$ cat src/rtl/segcam_pkg.sv
package segcam_pkg;

  typedef enum logic [2:0] {
    OP_IDLE    = 3'd0,
    OP_LOADCMP = 3'd1,
    OP_COMPARE = 3'd2,
    OP_WRITE   = 3'd3,
    OP_READ    = 3'd4,
    OP_ROTL    = 3'd5,
    OP_ROTR    = 3'd6,
    OP_SPARE   = 3'd7
  } camOp_e;

  typedef enum logic [1:0] {
    AM_ABS     = 2'd0,
    AM_HIT     = 2'd1,
    AM_FREE    = 2'd2,
    AM_ABS_ALT = 2'd3
  } addrMode_e;

  // kind code {skip, empty}
  localparam logic [1:0] KIND_VALID = 2'b00;
  localparam logic [1:0] KIND_EMPTY = 2'b01;
  localparam logic [1:0] KIND_SKIP  = 2'b10;
  localparam logic [1:0] KIND_RAM   = 2'b11;

  typedef struct packed {
    logic       cmpLoad;
    logic       cmpRun;
    logic       wrEn;
    logic       rdEn;
    logic       rotL;
    logic       rotR;
    logic [1:0] target;
  } camStrobe_t;

endpackage

$ cat src/rtl/segcam_prio.sv
module segcam_prio #(
  parameter int N = 8,
  localparam int AW = $clog2(N)
) (
  input  logic [N-1:0]  req,
  output logic          any,
  output logic [AW-1:0] idx
);

  assign any = |req;

  // lowest set position wins
  always_comb begin
    idx = '0;
    for (int i = N - 1; i >= 0; i--) begin
      if (req[i]) idx = AW'(i);
    end
  end

endmodule

$ cat src/rtl/segcam_ctrl.sv
module segcam_ctrl
  import segcam_pkg::*;
#(
  parameter int ENTRIES = 8,
  localparam int AW = $clog2(ENTRIES)
) (
  input  logic          cmdValid,
  input  logic [2:0]    cmdOp,
  input  logic [1:0]    cmdMode,
  input  logic [AW-1:0] cmdAddr,
  input  logic [1:0]    cmdType,
  input  logic          matchFlag,
  input  logic [AW-1:0] matchAddr,
  input  logic          freeFlag,
  input  logic [AW-1:0] freeAddr,
  output camStrobe_t    strobe,
  output logic [AW-1:0] accessAddr
);

  logic addrOk;

  always_comb begin
    case (addrMode_e'(cmdMode))
      AM_HIT: begin
        accessAddr = matchAddr;
        addrOk     = matchFlag;
      end
      AM_FREE: begin
        accessAddr = freeAddr;
        addrOk     = freeFlag;
      end
      default: begin
        accessAddr = cmdAddr;
        addrOk     = 1'b1;
      end
    endcase
  end

  always_comb begin
    strobe        = '0;
    strobe.target = cmdType;
    if (cmdValid) begin
      case (camOp_e'(cmdOp))
        OP_LOADCMP: begin
          strobe.cmpLoad = 1'b1;
          strobe.target  = KIND_VALID;
        end
        OP_COMPARE: strobe.cmpRun = 1'b1;
        OP_WRITE:   strobe.wrEn   = addrOk;
        OP_READ:    strobe.rdEn   = addrOk;
        OP_ROTL:    strobe.rotL   = 1'b1;
        OP_ROTR:    strobe.rotR   = 1'b1;
        default:    ;
      endcase
    end
  end

endmodule

$ cat src/rtl/segcam_datapath.sv
module segcam_datapath
  import segcam_pkg::*;
#(
  parameter int ENTRIES = 8,
  parameter int WIDTH   = 64,
  parameter int SEG_W   = 16,
  localparam int AW     = $clog2(ENTRIES),
  localparam int NSEG   = WIDTH / SEG_W,
  localparam int SEL_W  = $clog2(NSEG)
) (
  input  logic             clk,
  input  logic             rst_n,
  input  camStrobe_t       strobe,
  input  logic [AW-1:0]    accessAddr,
  input  logic [WIDTH-1:0] wrData,
  input  logic [1:0]       wrType,
  input  logic [SEL_W-1:0] camSegs,
  input  logic             maskEn,
  input  logic [WIDTH-1:0] maskVal,
  output logic             matchFlag,
  output logic             multiFlag,
  output logic [AW-1:0]    matchAddr,
  output logic             freeFlag,
  output logic [AW-1:0]    freeAddr,
  output logic [WIDTH-1:0] rdData,
  output logic [1:0]       rdType,
  output logic [WIDTH-1:0] cmpOut
);

  logic [WIDTH-1:0] mem  [ENTRIES];
  logic [1:0]       kind [ENTRIES];
  logic [WIDTH-1:0] cmpReg;
  logic [WIDTH-1:0] careMask;
  logic [WIDTH-1:0] compVal;
  logic [ENTRIES-1:0] hitVec;
  logic [ENTRIES-1:0] freeVec;
  logic             hitAny;
  logic [AW-1:0]    hitIdx;

  // per-segment care bits: searched segment and not masked
  for (genvar s = 0; s < NSEG; s++) begin : g_seg
    assign careMask[s*SEG_W +: SEG_W] =
      (s <= int'(camSegs)) ? ~(maskEn ? maskVal[s*SEG_W +: SEG_W] : '0) : '0;
  end

  assign compVal = strobe.cmpLoad ? wrData : cmpReg;

  for (genvar e = 0; e < ENTRIES; e++) begin : g_entry
    assign hitVec[e]  = (kind[e] == strobe.target) &&
                        (((mem[e] ^ compVal) & careMask) == '0);
    assign freeVec[e] = (kind[e] == KIND_EMPTY);
  end

  segcam_prio #(.N(ENTRIES)) u_hitPrio (
    .req (hitVec),
    .any (hitAny),
    .idx (hitIdx)
  );

  segcam_prio #(.N(ENTRIES)) u_freePrio (
    .req (freeVec),
    .any (freeFlag),
    .idx (freeAddr)
  );

  // storage
  always_ff @(posedge clk or negedge rst_n) begin
    if (!rst_n) begin
      for (int i = 0; i < ENTRIES; i++) begin
        mem[i]  <= '0;
        kind[i] <= KIND_EMPTY;
      end
    end else if (strobe.wrEn) begin
      mem[accessAddr]  <= wrData;
      kind[accessAddr] <= wrType;
    end
  end

  // comparand
  always_ff @(posedge clk or negedge rst_n) begin
    if (!rst_n) begin
      cmpReg <= '0;
    end else if (strobe.cmpLoad) begin
      cmpReg <= wrData;
    end else if (strobe.rotL) begin
      cmpReg <= {cmpReg[WIDTH-2:0], cmpReg[WIDTH-1]};
    end else if (strobe.rotR) begin
      cmpReg <= {cmpReg[0], cmpReg[WIDTH-1:1]};
    end
  end

  // compare results
  always_ff @(posedge clk or negedge rst_n) begin
    if (!rst_n) begin
      matchFlag <= 1'b0;
      multiFlag <= 1'b0;
      matchAddr <= '0;
    end else if (strobe.cmpLoad || strobe.cmpRun) begin
      matchFlag <= hitAny;
      multiFlag <= (hitVec & (hitVec - 1'b1)) != '0;
      matchAddr <= hitIdx;
    end
  end

  // read port
  always_ff @(posedge clk or negedge rst_n) begin
    if (!rst_n) begin
      rdData <= '0;
      rdType <= KIND_EMPTY;
    end else if (strobe.rdEn) begin
      rdData <= mem[accessAddr];
      rdType <= kind[accessAddr];
    end
  end

  assign cmpOut = cmpReg;

endmodule

$ cat src/rtl/segcam_array.sv
module segcam_array
  import segcam_pkg::*;
#(
  parameter int ENTRIES = 8,
  parameter int WIDTH   = 64,
  parameter int SEG_W   = 16,
  localparam int AW     = $clog2(ENTRIES),
  localparam int NSEG   = WIDTH / SEG_W,
  localparam int SEL_W  = $clog2(NSEG)
) (
  input  logic             clk,
  input  logic             rst_n,
  input  logic             cmdValid,
  input  logic [2:0]       cmdOp,
  input  logic [1:0]       cmdMode,
  input  logic [AW-1:0]    cmdAddr,
  input  logic [WIDTH-1:0] cmdData,
  input  logic [1:0]       cmdType,
  input  logic [SEL_W-1:0] camSegs,
  input  logic             maskEn,
  input  logic [WIDTH-1:0] maskVal,
  output logic             matchFlag,
  output logic             multiFlag,
  output logic [AW-1:0]    matchAddr,
  output logic             freeFlag,
  output logic [AW-1:0]    freeAddr,
  output logic [WIDTH-1:0] rdData,
  output logic [1:0]       rdType,
  output logic [WIDTH-1:0] cmpOut
);

  camStrobe_t    strobe;
  logic [AW-1:0] accessAddr;

  segcam_ctrl #(.ENTRIES(ENTRIES)) u_ctrl (
    .cmdValid   (cmdValid),
    .cmdOp      (cmdOp),
    .cmdMode    (cmdMode),
    .cmdAddr    (cmdAddr),
    .cmdType    (cmdType),
    .matchFlag  (matchFlag),
    .matchAddr  (matchAddr),
    .freeFlag   (freeFlag),
    .freeAddr   (freeAddr),
    .strobe     (strobe),
    .accessAddr (accessAddr)
  );

  segcam_datapath #(.ENTRIES(ENTRIES), .WIDTH(WIDTH), .SEG_W(SEG_W)) u_dp (
    .clk        (clk),
    .rst_n      (rst_n),
    .strobe     (strobe),
    .accessAddr (accessAddr),
    .wrData     (cmdData),
    .wrType     (cmdType),
    .camSegs    (camSegs),
    .maskEn     (maskEn),
    .maskVal    (maskVal),
    .matchFlag  (matchFlag),
    .multiFlag  (multiFlag),
    .matchAddr  (matchAddr),
    .freeFlag   (freeFlag),
    .freeAddr   (freeAddr),
    .rdData     (rdData),
    .rdType     (rdType),
    .cmpOut     (cmpOut)
  );

endmodule

$ cat config.mk
export PLATFORM = sky130hd
export DESIGN_NAME = segcam_array
export DESIGN_NICKNAME = d
export VERILOG_FILES = /design/src/rtl/segcam_pkg.sv /design/src/rtl/segcam_prio.sv /design/src/rtl/segcam_ctrl.sv /design/src/rtl/segcam_datapath.sv /design/src/rtl/segcam_array.sv
export SDC_FILE = /design/constraint.sdc
export NUM_CORES = 2
export LEC_CHECK = 0
export BUFFER_PORTS_ARGS = -buffer_cell sky130_fd_sc_hd__buf_2
export CORE_MARGIN = 1
export CORE_UTILIZATION = 45
export DETAILED_ROUTE_END_ITERATION = 16
export HOLD_SLACK_MARGIN = 0.03
export PLACE_DENSITY = 0.6
export SLEW_MARGIN = 25
export SYNTH_ARGS = -nofsm -noshare
export SYNTH_HDL_FRONTEND = slang
export SYNTH_SLANG_ARGS = --single-unit
$ cat constraint.sdc
create_clock -name clk -period 4.4 [get_ports clk]
set_clock_uncertainty 0.05 [all_clocks]
set_input_delay 0.66 -clock clk [delete_from_list [all_inputs] [get_ports clk]]
set_output_delay 0.66 -clock clk [all_outputs]
set_load 0.005 [all_outputs]
==> Word-level counts from Yosys, hierarchy flattened <==
Index checks and enable logic that the tools add are counted.
{ "totals": {"regBits": 663, "input_bits": 144, "output_inout_bits": 139, "wordCells": 145} }
{ "op_classes": {"bitwise": 22, "addsub": 1, "mux": 49, "n_reduce_logical": 22, "magnitude_cmp": 5, "eq_ne": 24} }
{ "ops": {"columns": ["cell", "n"], "rows": [
  ["$and 64x64->64", 8],
  ["$bwmux 512", 1],
  ["$logic_not 64->1", 8],
  ["$xor 64x64->64", 8],
  ["$mux 64", 7],
  ["$bmux 64 s3", 1],
  ["$demux 64 s3", 1],
  ["$mux 16", 7],
  ["$not 16->16", 4],
  ["$mux 3", 16],
  ["$eq 2x1->1 const B", 9],
  ["$bwmux 16", 1],
  ["$eq 2x2->1", 8],
  ["$reduce_or 8->1", 2],
  ["$eq 3x3->1 const B", 3],
  ["$logic_and 1x1->1", 9],
  ["$and 8x8->8", 1],
  ["$mux 2", 4],
  ["$mux 8", 1],
  ["$reduce_bool 8->1", 1],
  ["$sub 8x1->8 const B", 1],
  ["$bmux 2 s3", 1],
  ["$demux 2 s3", 1],
  ["$eq 3x2->1 const B", 2],
  ["other kinds (12)", 18]
]} }

==> Depth between registers and ports, before layout <==
{ "logic_depth": {"ltp_word": 18, "ltp_mapped": 13, "ltp_nobuf": 11} }

==> Modules after synthesis <==
From an unflattened synthesis, not the netlist that was laid out.
{ "unflattened": {"hier_cells": 3214, "hier_area_um2": 39023.7} }
{ "modules_own_cells": {"columns": ["mod", "n_inst", "seq_area_each_um2", "area_each_um2", "cells_each"], "rows": [
  ["segcam_datapath", 1, 16602.2, 38674.6, 3164],
  ["segcam_ctrl", 1, 0.0, 186.4, 24],
  ["segcam_prio", 2, 0.0, 81.3, 13]
]} }

==> Worst setup path after synthesis <==
Ideal clock, no wire load.
{ "synth_path": {"path_type": "input -> register", "start": "in cmdOp[1]", "end": "reg u_dp.multiFlag", "t_arrival_ns": 3.462, "setup_time_ns": 0.065, "path_buffers": 2, "required_ns": 4.285, "stages": 13, "setup_slack_ns": 0.823, "path_cell_list": "and4bb_4 -> buf_12 -> buf_6 -> mux2i_4 -> xnor2_1 -> a22oi_1 -> nand4_1 -> nor4_2 -> nand4_2 -> maj3_2 -> a32o_1 -> a211oi_2 -> a211o_1"} }
{ "synth_via": {"elab_chain_cells": 11, "word_cells_on_any_way": 51, "cone_classes": "1 x add/sub; 10 x eq/ne; 5 x mux; 17 x bitwise; 18 x reduce/logical"} }
{ "synth_lines": {"columns": ["element", "line_no", "text"], "rows": [
  ["from (decl)", "segcam_array.sv:14", "input logic [2:0] cmdOp,"],
  ["$eq 3x1->1", "segcam_ctrl.sv:43", "case (camOp_e'(cmdOp))"],
  ["$mux 1", "segcam_ctrl.sv:43", null],
  ["$mux 8 (*)", "segcam_ctrl.sv:42", "if (cmdValid) begin"],
  ["$mux 64", "segcam_datapath.sv:46", "assign compVal = strobe.cmpLoad ? wrData : cmpReg;"],
  ["$xor 64x64->64", "segcam_datapath.sv:50", "(((mem[e] ^ compVal) & careMask) == '0);"],
  ["$and 64x64->64", "segcam_datapath.sv:50", null],
  ["$logic_not 64->1", "segcam_datapath.sv:50", null],
  ["$logic_and 1x1->1", "segcam_datapath.sv:49", "assign hitVec[e] = (kind[e] == strobe.target) &&"],
  ["$sub 8x1->8", "segcam_datapath.sv:100", "multiFlag <= (hitVec & (hitVec - 1'b1)) != '0;"],
  ["$and 8x8->8", "segcam_datapath.sv:100", null],
  ["$reduce_bool 8->1", "segcam_datapath.sv:100", null],
  ["to (signal assigned)", "segcam_datapath.sv:96", "multiFlag <= 1'b0;"],
  ["to (signal assigned)", "segcam_datapath.sv:100", null],
  ["to (decl)", "segcam_datapath.sv:21", "output logic multiFlag,"]
]} }
Every way passes the cells marked *; elsewhere a longest branch is shown, timed or not.
A chain may end at the register's enable or synchronous reset.

==> Final worst setup path <==
Ends and elaborated chain as after synthesis.

==> results.json <==
{
  "status": "finished with violations",
  "violations": "negative setup slack",
  "grt_remaining_overflow": 0,
  "syn_area_um2": 39200,
  "layout-drive-gt1-share_pct": 44.2,
  "critPathArrivalTime_ps": 5020,
  "netlist_instances": 3124,
  "power_mw": 28.0,
  "power.leakage_nw": 21.4,
  "num_vias": 31500,
  "synth_top_area_share_pct": 41.7,
  "io_pins": 283,
  "final.min_clock_period_ps": 4460,
  "dpl.cell_count": 4746,
  "clock_path_buffers": 3,
  "dpl_cell_area_um2": 45200,
  "synth_compound_area_share_pct": 8.10,
  "cap_viol_max_count": 0,
  "antenna_found_initial": 9,
  "rr_worst_depth": 11,
  "die_y_um": 297,
  "fin_tns_setup_ps": -60.8,
  "io_buffers": 282,
  "hold_class": "in -> reg",
  "area_delta_synth_final_pct": 22.1,
  "cts_buffers": 78,
  "fmax_mhz": 224,
  "whs_path_depth": 2,
  "num_rows": 107,
  "cts.htree.levels": 3,
  "setup_slack_ps": -60.8,
  "end_kind": "flop",
  "synth_top_family_by_area": "multiplexers",
  "synth_xor_area_share_pct": 11.6,
  "power_density_nw_per_um2": 585,
  "fin_nets": 3834,
  "place_ws_ps": -844,
  "swShare_pct": 41.3,
  "drt-initial-drc-count": 3630,
  "path_clk_slew_ps": 60,
  "synth_fa_ha_area_share_pct": 0.118,
  "clk_latency_ps": 670,
  "rsz0062_at_grt": "false",
  "gp_congestion": 1.11,
  "synth_edf_count": 0,
  "p_int_mw": 16.4,
  "numClockSinks": 663,
  "routed_wl_mm": 190,
  "crit_type": "in -> reg",
  "whs_endpoint": "u_dp.mem[399]",
  "cts_tree": "yes",
  "synth_nets": 3270,
  "detail-route-antenna-nets": 0,
  "layout_common_cells": "654 x dfrtp_1, 589 x mux2_2, 520 x xnor2_1",
  "fillers": 7100,
  "grt_first_pass_wirelength_mm": 262,
  "synth_warnings": 0,
  "dieWidth_um": 297,
  "avgSynthCellArea_um2": 12.6,
  "r2r_start": "u_dp.cmpOut[47]",
  "grt_pass1_vias": 30900,
  "ys_seq_area_share_pct": 42.3,
  "worstMarginPinSlew_ps": 1150,
  "async_flop_share_pct": 100,
  "min-delay-start": "cmdData[15]",
  "grt_max_degree": 133,
  "ys_top_cells_by_area": "dfrtp_1 42%, mux2_2 17%, xnor2_1 12%, mux4_2 7.6%, a22oi_1 4.6%",
  "rr_endpoint": "u_dp.multiFlag",
  "setup_violations": 1,
  "start_util_pct": 45.7,
  "synth-simple-area-share_pct": 3.92,
  "reg2reg_slack_ps": 470,
  "ys.flop_type": "dfrtp_1",
  "finalCritPeriodShare_pct": 101,
  "switching_power_mw": 11.6,
  "drv_slew": 0,
  "drt-pass1-iter-count": 5,
  "synth_largest_area_cell": "dfrtp_1",
  "synth_seq_cells": 663,
  "slew_headroom_pct": 23.6,
  "worstPathMaxFanout": 15,
  "required_ps": 4960,
  "pwr-share-comb_pct": 45.4,
  "finalInstanceArea_um2": 47900,
  "hold_violations": 0,
  "hpwlAfterDp_mm": 146,
  "instances_no_fill": 4896,
  "pwr-share-clk_pct": 23.7,
  "drc": 0,
  "viasPerCell": 6.43,
  "cts_root_buf": "clkbuf_16",
  "final_common_cell": "dfrtp_1",
  "die_area_um2": 88400,
  "p_seq_share_pct": 30.9,
  "wire_per_inst_um": 38.9,
  "synthMuxAreaShare_pct": 31.5,
  "grt_usage_pct": 42.9,
  "start_kind": "primary input",
  "core-area_um2": 85800,
  "synth_cell_type_count": 60,
  "cts_resized": 0,
  "ir_drop_uv": 395
}
[registers in the layout, indices dropped and copies added, names as in the netlist]
signal / flops
u_dp.cmpOut: 64
u_dp.kind: 16
u_dp.matchAddr: 3
u_dp.matchFlag: 1
u_dp.mem: 512
u_dp.multiFlag: 1
u_dp.rdData: 64
u_dp.rdType: 2
[logic make-up (layout without fill, tap and decap cells)]
logic type,after synthesis,after routing
multiplexers,916,916
flip-flops,663,663
XOR/XNOR,520,520
AO/OA/AOI/OAI,476,476
AND/OR/NAND/NOR,315,315
buffers and inverters,230,852
adder cells (fa/ha/maj),4,4
other,0,6
[timing repair]
| item | in CTS | in global routing |
|---|---|---|
| setup buffers | 4 | 0 |
| hold buffers | 0 | 1 |
| hold endpoints to repair | 0 | 32 |
| endpoints found under the setup margin | 1 | 0 |
[metrics by stage]
stage | utilization [%] | hold slack [ps]
global route | 55.8 | 349
floorplan | - | 314
finish | 55.8 | 352
CTS | 55.8 | 61.8
detailed placement | 52.7 | 457
global placement | 52.7 | 451
[per-layer routing]
| metal | vias to the layer above | track usage [%] | routed length [um] |
|---|---|---|---|
| met5 | - | 0 | 80 |
| met4 | 12 | 20.9 | 10800 |
| met3 | 393 | 9.96 | 16900 |
| met2 | 1844 | 64.6 | 84500 |
| met1 | 16500 | 58.1 | 78000 |
| li1 | 12700 | - | - |
[worst max-delay path, stage by stage]
cell and delay [ps]:
buf_2 130, and4bb_4 450, buf_12 240, buf_4 180
mux2i_4 390, xnor2_1 250, a22oi_1 430, nand4_1 490
nor4_2 550, buf_4 200, nand4_2 110, maj3_2 350
a32o_1 230, a211oi_2 220, a211o_1 130
[synthesized netlist by cell type, types with 2 or more instances]
library cell / instances
nand2b_1: 5
a22o_1: 6
dfstp_2: 9
a21oi_1: 106
nor3_1: 12
and3_1: 2
nor4_1: 6
and4_1: 4
and2_1: 2
o32a_1: 2
buf_8: 2
mux4_2: 132
ha_1: 2
mux2i_1: 130
a21boi_1: 16
clkbuf_1: 185
o32ai_1: 6
nor2_1: 79
buf_6: 2
and2b_1: 2
a31oi_1: 3
buf_12: 3
nor4_2: 3
nand2_1: 106
mux2i_4: 64
xnor2_1: 520
nand3_1: 9
a221oi_1: 6
mux2_2: 590
a22oi_1: 239
inv_1: 5
a32oi_1: 8
nand4_1: 63
o21ai_1: 2
o21ai_0: 70
buf_1: 27
nor2b_1: 15
buf_2: 6
dfrtp_1: 654
[area by class of cell]
type	instances	area, um2	share of cell area (%)
well taps	1144	1430	2.99
flip-flops and latches	663	16600	34.7
clock inverters	24	249	0.520
inverters	5	18.8	0.0392
clock buffers	114	2340	4.88
multi-input cells	2231	21800	45.6
diodes	6	15.0	0.0313
repair buffers	709	5420	11.3
[power groups by stage]
stage          logic (mW)  clock network (mW)  registers [mW]
6_report             12.7                6.63            8.66
5_1_grt              12.9                6.92            8.75
3_5_place_dp         12.3                   0            8.70
2_1_floorplan        5.75                   0            8.21
3_3_place_gp         12.3                   0            8.63
4_1_cts              12.4                6.69            8.60
[how the worst max path moves through the flow]
stage | startpoint | end | slack (ps) | cells past startpoint
floorplan | cmdOp[1] | u_dp.multiFlag | 820 | 13
global placement | cmdOp[1] | u_dp.multiFlag | -880 | 15
detailed placement | cmdOp[1] | u_dp.multiFlag | -840 | 15
CTS | cmdOp[1] | u_dp.multiFlag | 50 | 15
global route | cmdOp[1] | u_dp.multiFlag | 8 | 15
finish | cmdOp[1] | u_dp.multiFlag | -60 | 15
Note: power is estimated with default switching activity, not from simulation.
